**src/rtl/eeprom_loader_pkg.sv**
```systemverilog
package eeprom_loader_pkg;

    localparam int HOST_AW = 14;
    localparam int BASE_W  = 9;
    localparam int LOW_W   = 15;
    localparam int MEM_AW  = BASE_W + LOW_W;

    localparam logic [HOST_AW-1:0] OFS_CTL   = 14'h2000;
    localparam logic [HOST_AW-1:0] OFS_DATA  = 14'h2004;
    localparam logic [HOST_AW-1:0] OFS_ADDR  = 14'h2008;
    localparam logic [HOST_AW-1:0] OFS_BURST = 14'h200C;
    localparam logic [HOST_AW-1:0] OFS_BASE  = 14'h2010;

    localparam logic [15:0] REC_END = 16'hFFFF;

    typedef enum logic [2:0] {
        ST_IDLE,
        ST_SINGLE,
        ST_AHI,
        ST_ALO,
        ST_DAT
    } seq_state_e;

    function automatic logic [MEM_AW-1:0] make_mem_addr(
        input logic [BASE_W-1:0] base,
        input logic [6:0]        hi7,
        input logic [7:0]        lo8
    );
        return {base, hi7, lo8};
    endfunction

endpackage

```
**src/rtl/eeprom_loader_regs.sv**
```systemverilog
module eeprom_loader_regs
    import eeprom_loader_pkg::*;
#(
    parameter int EE_AW = 16
) (
    input  logic               clk,
    input  logic               rst,
    input  logic               host_wr,
    input  logic [HOST_AW-1:0] host_addr,
    input  logic [31:0]        host_wdata,
    output logic [31:0]        host_rdata,
    input  logic               done_single,
    input  logic               done_burst,
    input  logic               rd_valid,
    input  logic [7:0]         rd_byte,
    output logic               ctl_rd,
    output logic               ctl_wr,
    output logic               burst_on,
    output logic [7:0]         data_q,
    output logic [EE_AW-1:0]   addr_q,
    output logic [BASE_W-1:0]  base_q
);

    logic any_busy;
    logic unused_wdata;

    assign any_busy     = ctl_rd | ctl_wr | burst_on;
    assign unused_wdata = ^host_wdata[31:EE_AW];

    always_ff @(posedge clk) begin
        if (rst) begin
            ctl_rd   <= 1'b0;
            ctl_wr   <= 1'b0;
            burst_on <= 1'b0;
            data_q   <= '0;
            addr_q   <= '0;
            base_q   <= '0;
        end else begin
            if (host_wr && !any_busy && host_addr == OFS_CTL) begin
                ctl_rd <= host_wdata[1];
                ctl_wr <= host_wdata[0] & ~host_wdata[1];
            end else if (done_single) begin
                ctl_rd <= 1'b0;
                ctl_wr <= 1'b0;
            end

            if (host_wr && !any_busy && host_addr == OFS_BURST)
                burst_on <= host_wdata[0];
            else if (done_burst)
                burst_on <= 1'b0;

            if (rd_valid)
                data_q <= rd_byte;
            else if (host_wr && host_addr == OFS_DATA)
                data_q <= host_wdata[7:0];

            if (host_wr && host_addr == OFS_ADDR)
                addr_q <= host_wdata[EE_AW-1:0];

            if (host_wr && host_addr == OFS_BASE)
                base_q <= host_wdata[BASE_W-1:0];
        end
    end

    always_comb begin
        case (host_addr)
            OFS_CTL:   host_rdata = {30'b0, ctl_rd, ctl_wr};
            OFS_DATA:  host_rdata = {24'b0, data_q};
            OFS_ADDR:  host_rdata = 32'(addr_q);
            OFS_BURST: host_rdata = {31'b0, burst_on};
            OFS_BASE:  host_rdata = 32'(base_q);
            default:   host_rdata = '0;
        endcase
    end

endmodule

```
**src/rtl/eeprom_loader_seq.sv**
```systemverilog
module eeprom_loader_seq
    import eeprom_loader_pkg::*;
#(
    parameter int EE_AW = 16
) (
    input  logic              clk,
    input  logic              rst,
    input  logic              go_rd,
    input  logic              go_wr,
    input  logic              go_burst,
    input  logic [EE_AW-1:0]  addr_q,
    input  logic [7:0]        data_q,
    input  logic [BASE_W-1:0] base_q,
    output logic              ee_req,
    output logic              ee_we,
    output logic [EE_AW-1:0]  ee_addr,
    output logic [7:0]        ee_wdata,
    input  logic              ee_ack,
    input  logic [7:0]        ee_rdata,
    output logic              mem_we,
    output logic [MEM_AW-1:0] mem_addr,
    output logic [7:0]        mem_wdata,
    output logic              done_single,
    output logic              done_burst,
    output logic              rd_valid
);

    localparam logic [EE_AW-1:0] ONE = 1;

    seq_state_e       state;
    logic [EE_AW-1:0] nxt_addr;
    logic [7:0]       rec_hi;
    logic [7:0]       rec_lo;
    logic             hit;

    assign hit         = ee_req && ee_ack;
    assign done_single = (state == ST_SINGLE) && hit;
    assign rd_valid    = done_single && !ee_we;
    assign done_burst  = (state == ST_ALO) && hit && ({rec_hi, ee_rdata} == REC_END);

    always_ff @(posedge clk) begin
        if (rst) begin
            state     <= ST_IDLE;
            ee_req    <= 1'b0;
            ee_we     <= 1'b0;
            ee_addr   <= '0;
            ee_wdata  <= '0;
            nxt_addr  <= '0;
            rec_hi    <= '0;
            rec_lo    <= '0;
            mem_we    <= 1'b0;
            mem_addr  <= '0;
            mem_wdata <= '0;
        end else begin
            mem_we <= 1'b0;
            if (state != ST_IDLE)
                ee_req <= !hit;

            case (state)
                ST_IDLE: begin
                    if (go_rd || go_wr) begin
                        ee_addr  <= addr_q;
                        ee_we    <= go_wr & ~go_rd;
                        ee_wdata <= data_q;
                        state    <= ST_SINGLE;
                    end else if (go_burst) begin
                        ee_addr <= nxt_addr;
                        ee_we   <= 1'b0;
                        state   <= ST_AHI;
                    end
                end
                ST_SINGLE: begin
                    if (hit) begin
                        nxt_addr <= ee_addr + ONE;
                        ee_we    <= 1'b0;
                        state    <= ST_IDLE;
                    end
                end
                ST_AHI: begin
                    if (hit) begin
                        rec_hi   <= ee_rdata;
                        ee_addr  <= ee_addr + ONE;
                        nxt_addr <= ee_addr + ONE;
                        state    <= ST_ALO;
                    end
                end
                ST_ALO: begin
                    if (hit) begin
                        rec_lo   <= ee_rdata;
                        ee_addr  <= ee_addr + ONE;
                        nxt_addr <= ee_addr + ONE;
                        state    <= ({rec_hi, ee_rdata} == REC_END) ? ST_IDLE : ST_DAT;
                    end
                end
                ST_DAT: begin
                    if (hit) begin
                        mem_we    <= 1'b1;
                        mem_addr  <= make_mem_addr(base_q, rec_hi[6:0], rec_lo);
                        mem_wdata <= ee_rdata;
                        ee_addr   <= ee_addr + ONE;
                        nxt_addr  <= ee_addr + ONE;
                        state     <= ST_AHI;
                    end
                end
                default: state <= ST_IDLE;
            endcase
        end
    end

endmodule

```
**src/rtl/eeprom_loader.sv**
```systemverilog
module eeprom_loader
    import eeprom_loader_pkg::*;
#(
    parameter int EE_AW = 16
) (
    input  logic               clk,
    input  logic               rst,
    input  logic               host_wr,
    input  logic [HOST_AW-1:0] host_addr,
    input  logic [31:0]        host_wdata,
    output logic [31:0]        host_rdata,
    output logic               ee_req,
    output logic               ee_we,
    output logic [EE_AW-1:0]   ee_addr,
    output logic [7:0]         ee_wdata,
    input  logic               ee_ack,
    input  logic [7:0]         ee_rdata,
    output logic               mem_we,
    output logic [MEM_AW-1:0]  mem_addr,
    output logic [7:0]         mem_wdata
);

    logic              ctl_rd;
    logic              ctl_wr;
    logic              burst_on;
    logic [7:0]        data_q;
    logic [EE_AW-1:0]  addr_q;
    logic [BASE_W-1:0] base_q;
    logic              done_single;
    logic              done_burst;
    logic              rd_valid;

    eeprom_loader_regs #(.EE_AW(EE_AW)) u_regs (
        .clk         (clk),
        .rst         (rst),
        .host_wr     (host_wr),
        .host_addr   (host_addr),
        .host_wdata  (host_wdata),
        .host_rdata  (host_rdata),
        .done_single (done_single),
        .done_burst  (done_burst),
        .rd_valid    (rd_valid),
        .rd_byte     (ee_rdata),
        .ctl_rd      (ctl_rd),
        .ctl_wr      (ctl_wr),
        .burst_on    (burst_on),
        .data_q      (data_q),
        .addr_q      (addr_q),
        .base_q      (base_q)
    );

    eeprom_loader_seq #(.EE_AW(EE_AW)) u_seq (
        .clk         (clk),
        .rst         (rst),
        .go_rd       (ctl_rd),
        .go_wr       (ctl_wr),
        .go_burst    (burst_on),
        .addr_q      (addr_q),
        .data_q      (data_q),
        .base_q      (base_q),
        .ee_req      (ee_req),
        .ee_we       (ee_we),
        .ee_addr     (ee_addr),
        .ee_wdata    (ee_wdata),
        .ee_ack      (ee_ack),
        .ee_rdata    (ee_rdata),
        .mem_we      (mem_we),
        .mem_addr    (mem_addr),
        .mem_wdata   (mem_wdata),
        .done_single (done_single),
        .done_burst  (done_burst),
        .rd_valid    (rd_valid)
    );

endmodule

```
**config.mk**
```make
export PLATFORM = sky130hd
export DESIGN_NAME = eeprom_loader
export DESIGN_NICKNAME = d
export VERILOG_FILES = /design/src/rtl/eeprom_loader_pkg.sv /design/src/rtl/eeprom_loader_regs.sv /design/src/rtl/eeprom_loader_seq.sv /design/src/rtl/eeprom_loader.sv
export SDC_FILE = /design/constraint.sdc
export NUM_CORES = 1
export LEC_CHECK = 0
export BUFFER_PORTS_ARGS = -buffer_cell sky130_fd_sc_hd__buf_4
export CAP_MARGIN = 20
export CORE_MARGIN = 1.5
export CORE_UTILIZATION = 40
export DETAILED_ROUTE_END_ITERATION = 16
export GPL_TIMING_DRIVEN = 0
export PLACE_DENSITY = 0.74
export REMOVE_ABC_BUFFERS = 1
export SLEW_MARGIN = 5
export SYNTH_ARGS = -nofsm -noshare
export SYNTH_HDL_FRONTEND = slang
export SYNTH_HIERARCHICAL = 1
export SYNTH_SLANG_ARGS = --single-unit
```
**constraint.sdc**
```tcl
create_clock -name clk -period 3.43 [get_ports clk]
set_input_delay 0.686 -clock clk [delete_from_list [all_inputs] [get_ports clk]]
set_output_delay 0.686 -clock clk [all_outputs]
set_load 0.1 [all_outputs]
```
== Word level (Yosys, flattened, before mapping) ==
Cells that the tools add are included.

* Register bits: 130
* Bits in latches: 0
* RAM bits: 0
* Memory bits (read-only): 0
* Input bits: 58
* Output and inout port bits: 91
* Word-level logic and storage cells: 99
* Memories: 0

* $add $sub $neg: 1
* $mul: 0
* Divide/modulo/power cells: 0
* $lt $le $gt $ge: 0
* Equal/unequal tests: 16
* Shifts and indexed selects: 0
* Muxes and demuxes: 25
* Bitwise operators: 7
* Reductions and logical operators: 33

{| class="wikitable"
|+ Operator list
! operator !! number
|-
| $pmux W16 S5 || 1
|-
| $eq A14 B14 Y1 const B || 5
|-
| $mux W16 || 3
|-
| $pmux W16 S2 || 1
|-
| $mux W3 || 7
|-
| $add A16 B1 Y16 const B || 1
|-
| $eq A16 B16 Y1 const B || 1
|-
| $mux W8 || 2
|-
| $pmux W3 S5 || 1
|-
| $logic_and A1 B1 Y1 || 11
|-
| $ne A2 B1 Y1 const B || 5
|-
| $reduce_and A2 Y1 || 5
|-
| $reduce_bool A2 Y1 || 5
|-
| $mux W1 || 9
|-
| $eq A3 B2 Y1 const B || 2
|-
| $reduce_and A3 Y1 || 2
|-
| $reduce_and A5 Y1 || 1
|-
| $reduce_or A4 Y1 || 1
|-
| $eq A3 B1 Y1 const B || 1
|-
| $eq A3 B3 Y1 const B || 1
|-
| $logic_not A1 Y1 || 3
|-
| $logic_not A3 Y1 || 1
|-
| $ne A3 B2 Y1 const B || 1
|-
| $not A1 Y1 || 3
|-
| other kinds (7) || 9
|}

== Depth between registers and ports, before layout ==
Gate-level depths: netlist of run 1.

* Word-level depth: 6
* Depth in mapped cells: 7
* Depth with buffers taken out: 5

== Cells and area by module ==
The synthesis of run 1 kept the hierarchy.

{| class="wikitable"
|+ Modules (own cells, without submodules)
! module !! instances !! cells each !! area an instance (sq um) !! sequential area each (sq um)
|-
| eeprom_loader_seq || 1 || 503 || 4269.1 || 1881.8
|-
| eeprom_loader_regs || 1 || 248 || 2026.9 || 720.7
|}

== Worst setup path after synthesis of run 1 ==
Ideal clock, no wire load.

* Kind: input-to-output
* From: input host_addr[9]
* To: output host_rdata[1]
* Data arrival time: 4.183 ns
* Data required time: 2.744 ns
* Setup slack: -1.439 ns
* Stages: 5
* Path buffers: 2
* Cell sequence: or4_4 -> or3_1 -> buf_6 -> buf_2 -> o31ai_1

* Longest elaborated chain between the ends: 2
* Elaborated cells on any way between the ends: 6
* Those cells by class: eq/ne (5); mux (1)

{| class="wikitable"
|+ RTL lines
! element !! line !! RTL
|-
| start: declaration || eeprom_loader.sv:9 || <nowiki>input logic [HOST_AW-1:0] host_addr,</nowiki>
|-
| $eq A14 B14 Y1 || eeprom_loader_regs.sv:66 || <nowiki>case (host_addr)</nowiki>
|-
| $pmux W16 S5 * || eeprom_loader_regs.sv:66 ||
|-
| end: declaration || eeprom_loader.sv:11 || <nowiki>output logic [31:0] host_rdata,</nowiki>
|}

Every way passes the cells marked *; elsewhere a longest branch is shown, timed or not.

== Worst setup path after layout of run 1 ==
* From: input host_addr[9]
* To: output host_rdata[3]

Same word-level chain as after synthesis.

==> flow_summary_export.csv, run 1 <==
group,metric,value,unit
die,coreArea,15300,um2
timing,finalHoldViolCount,0,
logic_synthesis,async_flop_share,0,%
cts,cts_tree,"built",
routing,drc_errors,0,
global_route,antenna_found_initial,0,
timing,fin_crit,3.35,ns
logic_synthesis,synth_ff_type,"dfxtp_1",
timing,clock_skew,0.00812,ns
place,port-buffer-count,116,
timing,tns,0,ns
logic_synthesis,synth_area,6300,um2
timing,slew_headroom,32.2,%
die,fp-row-count,45,
pwr,cellLeakagePower,2.91,nW
die,die_w,128,um
setup_path,reg2reg_depth,5,
global_route,grt_start_max_net_pins,80,
run_status,status,"completed",
logic_synthesis,syn_area_per_cell,8.38,um2
hold_path,worstHoldStart,"u_seq/rec_lo[4]$_SDFFE_PP0P_",
routing,drt_iter0_drc,672,
die,die_area,16500,um2
cells_and_area,mostFrequentLayoutCell,"dfxtp_1",
setup_path,arrival,2.66,ns
logic_synthesis,synthCells,751,
pwr,power.density,479,nW/um2
timing,final.period_utilization,97.7,%
logic_synthesis,synth_edf_count,0,
setup_path,start_kind,"input port",
global_route,grtUsageTotal,21.8,%
routing,wl,17.9,mm
routing,num_vias,5994,
cells_and_area,layout_common_cells,"dfxtp_1 (130), buf_4 (115), nand2_1 (93)",
timing,max_freq,299,MHz
global_route,grt_pass1_wl,28.4,mm
setup_path,critPathKind,"in -> out",
cts,htreeDepth,4,
global_route,grt_overflow_total,0,
hold_path,min_to,"u_seq/mem_addr[4]$_SDFFE_PP0P_",
cts,clkTransAtPathRegs,0.06,ns
setup_path,crit-reg2reg-capture,"u_seq/nxt_addr[0]$_SDFFE_PP0P_",
place,place_congestion,0.841,
die,start_util,41.1,%
pwr,peakVddDrop,370,uV
cells_and_area,antenna_cells,0,
timing,slew_violations,0,
setup_path,endpoint_kind,"output pin",
place,place_hpwl,12.3,mm
timing,finalSetupViolCount,0,
cts,cts_made_buffers,17,
cts,cts_hold_buf,0,
cts,clk_latency,0.42,ns
cells_and_area,fin_nets,901,
logic_synthesis,yosysSeqAreaShare,41.3,%
setup_path,cp.required,2.74,ns
timing,worst_hold_slack,0.451,ns
cts,clock_path_buffers,2,
logic_synthesis,yosys_warnings,6,
cells_and_area,syn2layout_area_growth,26.4,%
hold_path,min_path_cells,2,
routing,ant_nets,0,
hold_path,hold_path_class,"reg -> reg",
logic_synthesis,yosysUniqueCellTypes,74,
global_route,first_global_vias,5489,
cts,cts-root-buf,"clkbuf_16",
setup_path,r2r_start,"u_seq/state[0]$_SDFFE_PP0P_",
cells_and_area,drive_gt1_share,21.9,%
die,dieHeight,128,um
cts,clock-sinks,130,
routing,dr.pass1.iters,8,
logic_synthesis,ys_ff_latch,130,
setup_path,path_max_fanout,14,
timing,worstMarginPinSlew,1.01,ns
routing,wl_per_cell,16.8,um
die,ios,149,
run,maxCapViolCount,0,
routing,via_per_inst,5.62,
setup_path,r2r_slack,1.03,ns
-- synthesized netlist by cell type, types with 12 or more instances --
cell / number / area, um2
dfxtp_1: 130 / 2600
nand2_1: 93 / 349
a21oi_1: 90 / 450
nor2_1: 45 / 169
nand3_1: 44 / 220
o21ai_0: 33 / 165
clkbuf_1: 32 / 120
mux2i_1: 27 / 270
buf_4: 19 / 143
a211oi_1: 15 / 113
and2_1: 15 / 93.8
buf_2: 14 / 70.1
nor3_1: 14 / 70.1
nor4_1: 13 / 81.3
nor2b_1: 12 / 75.1
-- worst max-delay path by stage --
| stage | start | end | slack [ns] | cells past startpoint |
|---|---|---|---|---|
| finish | host_addr[9] | host_rdata[3] | 0.08 | 7 |
| global placement | ee_ack | u_seq/nxt_addr[1]$_SDFFE_PP0P_ | -0.59 | 5 |
| CTS | host_addr[9] | host_rdata[13] | 0.02 | 7 |
| detailed placement | host_addr[9] | host_rdata[2] | -0.47 | 6 |
| global route | host_addr[5] | host_rdata[1] | -0.009 | 6 |
| floorplan | host_addr[9] | host_rdata[1] | -1.40 | 3 |
-- layer usage --
layer  wire (um)  up-vias  GRT usage (%)
li1            -     2856              -
met1        8010     2846           29.4
met2        8110      263           32.5
met3        1470       29           6.65
met4         314        0           8.53
met5           0        -              0
-- final cells by class --
| class | count | area (um2) |
|---|---|---|
| well taps | 211 | 264 |
| clock buffers | 19 | 453 |
| clock inverters | 13 | 208 |
| fillers | 1432 | 7360 |
| repair buffers | 127 | 1030 |
| inverters | 9 | 33.8 |
| flip-flops and latches | 130 | 2600 |
| multi-input cells | 557 | 3360 |
-- metrics by stage --
stage / cell area, um2 / setup slack [ns] / utilization, % / total power [W] / std cells
floorplan: 5970 / -1.40 / - / 0.00171 / 696
global placement: 7100 / -0.589 / 46.4 / 0.00182 / 1023
detailed placement: 7190 / -0.468 / 47.0 / 0.00183 / 1028
CTS: 7900 / 0.0153 / 51.6 / 0.00384 / 1061
global route: 7960 / -0.00865 / 51.9 / 0.00393 / 1066
finish: 7960 / 0.0804 / 51.9 / 0.00381 / 1066
-- timing repair --
| item | CTS | global route |
|---|---|---|
| cloned | 0 | 0 |
| buffers inserted | 1 | 2 |
| gates resized for setup | 8 | 1 |
| endpoints found under the setup margin | 15 | 14 |
| pin swaps | 1 | 1 |
-- worst max-delay path, stage by stage --
cell	delay (ns)
buf_4	0.11
or4_4	0.58
or3_4	0.45
nor3_4	0.23
buf_12	0.16
a221o_1	0.20
buf_6	0.24
-- cells by family after synthesis --
logic type	share of synthesized area, %
compound gates	19.3
xor+xnor	1.67
fa+ha+maj	0.199
buf+inv	6.62
flops	41.3
mux	5.54
other cells	0.0596
simple gates	25.3
-- flip-flops by register name (all words and copies together) (netlist names), 9 cells and up --
name            flops
u_seq/ee_addr      16
u_regs/addr_q      16
u_regs/base_q       9
u_seq/nxt_addr     16
u_seq/mem_addr     24
-- power breakdown --
group          internal [W]  switching (W)
Sequential          0.00152      0.0000132
Clock               0.00133       0.000684
Combinational     0.0000674       0.000202
Note: power is estimated with default switching activity, not from simulation.
==> inputs of run 2 (changes only) <==
- GPL_TIMING_DRIVEN: 0 -> 1
==> run 2 against run 1 <==
  * Die area unchanged
  * Via count down 0.55%
  * First-iteration DRC count up 2.4%
  * Global-route usage up 0.057 points
  * Clock power down 9%
  * Combinational power about the same
  * Wire length down 0.25%
  * Design area down 1.0%
  * Cell count up 0.47%
  * Worst hold slack better by 0.0034 ns
  * Critical path type unchanged
==> flow_summary_export.csv, run 2 (synthesized netlist as in run 1, its figures left out) <==
group,metric,value,unit
timing,worst_hold_slack,0.454,ns
pwr,total_switching_power,0.000902,W
timing,rsz0062_at_grt,"no",
global_route,antenna_found_initial,0,
die,dieHeight,128,um
cells_and_area,fin_nets,906,
die,ios,149,
cts,clkTransAtPathRegs,0.05,ns
pwr,pwr-share-clk,50.3,%
die,coreArea,15300,um2
cts,clock_path_buffers,2,
run_status,status,"completed",
cts,clock-sinks,130,
cells_and_area,layout_common_cells,"dfxtp_1 (130), buf_4 (124), nand2_1 (93)",
pwr,p_seq_share,42.3,%
setup_path,cp_slowest_cell,"or4_4",
timing,worstMarginPinSlew,1.03,ns
setup_path,path_cells,"buf_4 -> or4_4 -> or3_1 -> nor3_4 -> buf_12 -> a221o_2 -> buf_4",
global_route,grtUsageTotal,21.8,%
cells_and_area,final_util,51.4,%
timing,fin_crit,3.37,ns
setup_path,r2r_slack,1.17,ns
place,post-place-ws,0.0353,ns
cells_and_area,mostFrequentLayoutCell,"dfxtp_1",
cts,cts_made_buffers,17,
cells_and_area,largest_reg_flops,24,
cts,htreeDepth,4,
cts,cts_setup_buffers,0,
place,place_congestion,0.856,
setup_path,arrival,2.68,ns
die,die_area,16500,um2
die,start_util,41.1,%
routing,drc_errors,0,
place,port-buffer-count,116,
timing,final.period_utilization,98.2,%
cts,cts_tree,"built",
hold_path,hold_path_class,"reg -> reg",
pwr,power.density,460,nW/um2
global_route,grt_overflow_total,0,
setup_path,cp.required,2.74,ns
setup_path,endpoint_kind,"output pin",
setup_path,max_stage_delay,0.58,ns
cts,cts-root-buf,"clkbuf_16",
setup_path,critPathKind,"in -> out",
setup_path,start_kind,"input port",
cells_and_area,largest-register,"u_seq/mem_addr",
global_route,first_global_vias,5601,
routing,dr.pass1.iters,5,
place,place_hpwl,12.0,mm
timing,tns,0,ns
timing,fin_ws,0.0618,ns
global_route,grt_pass1_wl,28.4,mm
cells_and_area,num-fill-cells,1416,
routing,via_per_inst,5.57,
pwr,peakVddDrop,383,uV
routing,ant_nets,0,
setup_path,path_max_fanout,14,
timing,finalHoldViolCount,0,
run,maxCapViolCount,0,
timing,max_freq,297,MHz
pwr,p_int,0.00272,W
timing,slew_headroom,31.2,%
timing,clock_skew,0.00559,ns
cells_and_area,syn2layout_area_growth,25.1,%
die,fp-row-count,45,
pwr,swShare,24.9,%
cells_and_area,antenna_cells,0,
pwr,cellLeakagePower,2.89,nW
routing,drt_iter0_drc,688,
routing,wl,17.9,mm
setup_path,path_common_cell,"buf_4",
cts,clk_latency,0.42,ns
timing,finalSetupViolCount,0,
die,die_w,128,um
routing,wl_per_cell,16.7,um
routing,num_vias,5961,
cells_and_area,drive_gt1_share,22.0,%
timing,slew_violations,0,
pwr,comb_power_share,7.5,%
global_route,grt_start_max_net_pins,130,
-- run 2: changes by cell type in the layout (fill, tap and decap cells not counted), sizes merged --
| cell | previous run | this run |
|---|---|---|
| bufinv | 5 | 3 |
| clkinv | 5 | 9 |
| clkbuf | 19 | 17 |
| buf | 127 | 132 |
-- run 2: metrics by stage --
step / cell area, um2 / total power, W / std cells
6_report: 7880 / 0.00362 / 1071
5_1_grt: 7880 / 0.00374 / 1071
4_1_cts: 7850 / 0.00364 / 1071
3_5_place_dp: 7260 / 0.00183 / 1039
3_3_place_gp: 7260 / 0.00183 / 1039
2_1_floorplan: 5970 / 0.00171 / 696
-- run 2: critical path, delay by kind of cell --
family                 cells  cell delay (ns)
buffers and inverters      3             0.56
and+or+nand+nor            3             1.27
AOI/OAI and AO/OA          1             0.16
-- run 2: path summary, 6_finish.rpt --
kind                                   start                              end  cells past startpoint
min reg2reg  u_seq/mem_addr[20]$_SDFFE_PP0P_  u_seq/mem_addr[20]$_SDFFE_PP0P_                      2
max reg2reg      u_seq/state[0]$_SDFFE_PP0P_    u_seq/ee_addr[8]$_SDFFE_PP0P_                      4
max                             host_addr[9]                    host_rdata[7]                      7
min          u_seq/mem_addr[20]$_SDFFE_PP0P_  u_seq/mem_addr[20]$_SDFFE_PP0P_                      2
-- run 2: power groups by stage --
| stage | Clock (W) | Combinational, W | Sequential (W) |
|---|---|---|---|
| after floorplan | 0 | 0.000140 | 0.00157 |
| after global placement | 0 | 0.000265 | 0.00156 |
| after detailed placement | 0 | 0.000267 | 0.00156 |
| after CTS | 0.00184 | 0.000268 | 0.00153 |
| after global routing | 0.00192 | 0.000287 | 0.00153 |
| final | 0.00182 | 0.000270 | 0.00153 |
-- run 2: final cells by class --
| class | instances | area [um2] | area share, % |
|---|---|---|---|
| clock inverters | 15 | 168 | 2.13 |
| repair buffers | 132 | 1040 | 13.2 |
| inverters | 9 | 33.8 | 0.429 |
| well taps | 211 | 264 | 3.35 |
| multi-input cells | 557 | 3340 | 42.5 |
| flip-flops and latches | 130 | 2600 | 33.0 |
| clock buffers | 17 | 425 | 5.40 |
-- run 2: per-layer routing --
layer  track usage, %  vias to the layer above  wire (um)
met5                0                        -          0
met4             7.27                        0        323
met3             7.15                       30       1620
met2             33.4                      255       8010
met1             29.1                     2804       7920
li1                 -                     2872          -
-- run 2: what timing repair did --
action | in CTS | in global routing
endpoints found under the hold margin | 0 | 0
endpoints found under the setup margin | 0 | 6
hold buffers | 0 | 0
gates resized for setup | 0 | 6
==> inputs of run 3 (changes only) <==
- CELL_PAD_IN_SITES_DETAIL_PLACEMENT: default -> 1
- CELL_PAD_IN_SITES_GLOBAL_PLACEMENT: default -> 2
- CORE_MARGIN: 1.5 -> default
- CORE_UTILIZATION: 40 -> 31
- PLACE_DENSITY: 0.74 -> 0.91
==> run 3 against run 2 <==
  * Worst hold slack lost 0.0057 ns
  * Combinational power rose by 2%
  * Global-route usage is 1.8 points lower
  * Critical endpoint is now host_rdata[3]
  * Critical path depth stayed put
  * Largest cell class unchanged
  * Critical path type unchanged
  * First-iteration DRC count decreased by 38%
  * Clock skew grew 0.0051 ns
  * Clock power hardly changed
  * Utilization decreased by 11 points
==> flow_summary_export.csv, run 3 (synthesized netlist as in run 1, its figures left out) <==
group,metric,value,unit
timing,finalHoldViolCount,0,
global_route,antenna_found_initial,0,
cells_and_area,largest-register,"u_seq/mem_addr",
cells_and_area,mostFrequentLayoutCell,"buf_4",
cts,cts_hold_buf,0,
routing,wl,20.3,mm
die,die_area,20900,um2
setup_path,r2r_slack,0.94,ns
pwr,peakVddDrop,366,uV
place,place_congestion,0.810,
global_route,grt_start_max_net_pins,130,
timing,slew_violations,0,
pwr,cellLeakagePower,2.91,nW
timing,max_freq,297,MHz
routing,drt_iter0_drc,426,
setup_path,start_kind,"input port",
cts,clock-sinks,130,
cts,clk_latency,0.42,ns
setup_path,critPathKind,"in -> out",
place,placed_cells,1097,
global_route,first_global_vias,5950,
routing,dr.pass1.iters,4,
run,maxCapViolCount,0,
run_status,status,"completed",
timing,finalSetupViolCount,0,
routing,via_per_inst,5.28,
cells_and_area,syn2layout_area_growth,26.5,%
timing,clock_skew,0.0107,ns
hold_path,hold_path_class,"reg -> reg",
pwr,power.density,451,nW/um2
die,start_util,32.0,%
die,dieHeight,145,um
timing,worst_hold_slack,0.448,ns
cells_and_area,antenna_cells,0,
place,place_hpwl,13.8,mm
global_route,grt_overflow_total,0,
die,die_w,145,um
cts,cts_setup_buffers,0,
cells_and_area,final_util,40.5,%
global_route,grtUsageTotal,20.0,%
routing,ant_nets,0,
cells_and_area,layout_common_cells,"buf_4 (131), dfxtp_1 (130), nand2_1 (93)",
cts,cts-root-buf,"clkbuf_16",
die,ios,149,
timing,slew_headroom,27.7,%
cells_and_area,drive_gt1_share,21.8,%
cts,clkTransAtPathRegs,0.06,ns
routing,drc_errors,0,
timing,rsz0062_at_grt,"no",
cts,clock_path_buffers,2,
setup_path,arrival,2.68,ns
setup_path,endpoint_kind,"output pin",
setup_path,path_max_fanout,14,
global_route,grt_pass1_wl,31.9,mm
routing,num_vias,5952,
cells_and_area,instances_no_fill,1128,
routing,wl_per_cell,18.0,um
timing,final.period_utilization,98.2,%
place,port-buffer-count,116,
cts,cts_made_buffers,17,
timing,worstMarginPinSlew,1.08,ns
setup_path,cp.required,2.74,ns
cts,cts_resized,0,
cells_and_area,largest_reg_flops,24,
cts,htreeDepth,4,
cts,cts_tree,"built",
cells_and_area,fin_nets,910,
timing,fin_crit,3.37,ns
die,coreArea,19700,um2
die,fp-row-count,51,
==> run 3: cell types whose count changed in the layout (fill, tap and decap cells not counted), sizes merged <==
cell	delta
buf	+4
bufinv	-1
clkbuf	+9
clkinv	-5
clkinvlp	-4
==> run 3: final cells by class <==
type                            instances  area, um2
Sequential cell                       130       2600
Inverter                                9       33.8
Clock inverter                          5       75.1
Tap cell                              265        332
Multi-Input combinational cell        557       3350
Clock buffer                           26        499
Timing Repair Buffer                  136       1070
Fill cell                            2353      11700
==> run 3: worst max-delay path: stages <==
cell and delay [ns]:
buf_4 0.11, or4_4 0.56, or3_1 0.47, nor3_4 0.23, buf_12 0.16, a221o_1 0.16
buf_4 0.29
==> run 3: routing by layer <==
layer	share of wire, %	track usage [%]	vias to the layer above
li1	-	-	2875
met2	46	31.3	169
met4	1.6	7.37	0
met3	6.5	5.26	22
met5	0	0	-
met1	46	26.4	2886
==> run 3: path summary, 6_finish.rpt <==
path / startpoint / to / cells after the start
setup / recovery: host_addr[9] / host_rdata[3] / 7
hold reg to reg: u_seq/rec_lo[4]$_SDFFE_PP0P_ / u_seq/mem_addr[4]$_SDFFE_PP0P_ / 2
setup reg to reg: u_seq/state[1]$_SDFFE_PP0P_ / u_regs/burst_on$_SDFFE_PP0P_ / 5
hold / removal: u_seq/rec_lo[4]$_SDFFE_PP0P_ / u_seq/mem_addr[4]$_SDFFE_PP0P_ / 2
==> run 3: power by group <==
group	leakage, nW	switching [W]	internal [W]
Clock	0.284	0.000649	0.00114
Sequential	1.05	0.0000132	0.00152
Combinational	1.58	0.000207	0.0000687
==> run 3: through the flow <==
| step | cell area, um2 | worst slack [ns] | TNS [ns] | total power, W |
|---|---|---|---|---|
| after global placement | 7380 | 0.0692 | 0 | 0.00184 |
| after global routing | 7970 | 0.0110 | 0 | 0.00373 |
| after CTS | 7960 | 0.0577 | 0 | 0.00364 |
| after detailed placement | 7380 | 0.0577 | 0 | 0.00184 |
| final | 7970 | 0.0612 | 0 | 0.00360 |
| after floorplan | 5970 | -1.40 | -6.35 | 0.00171 |
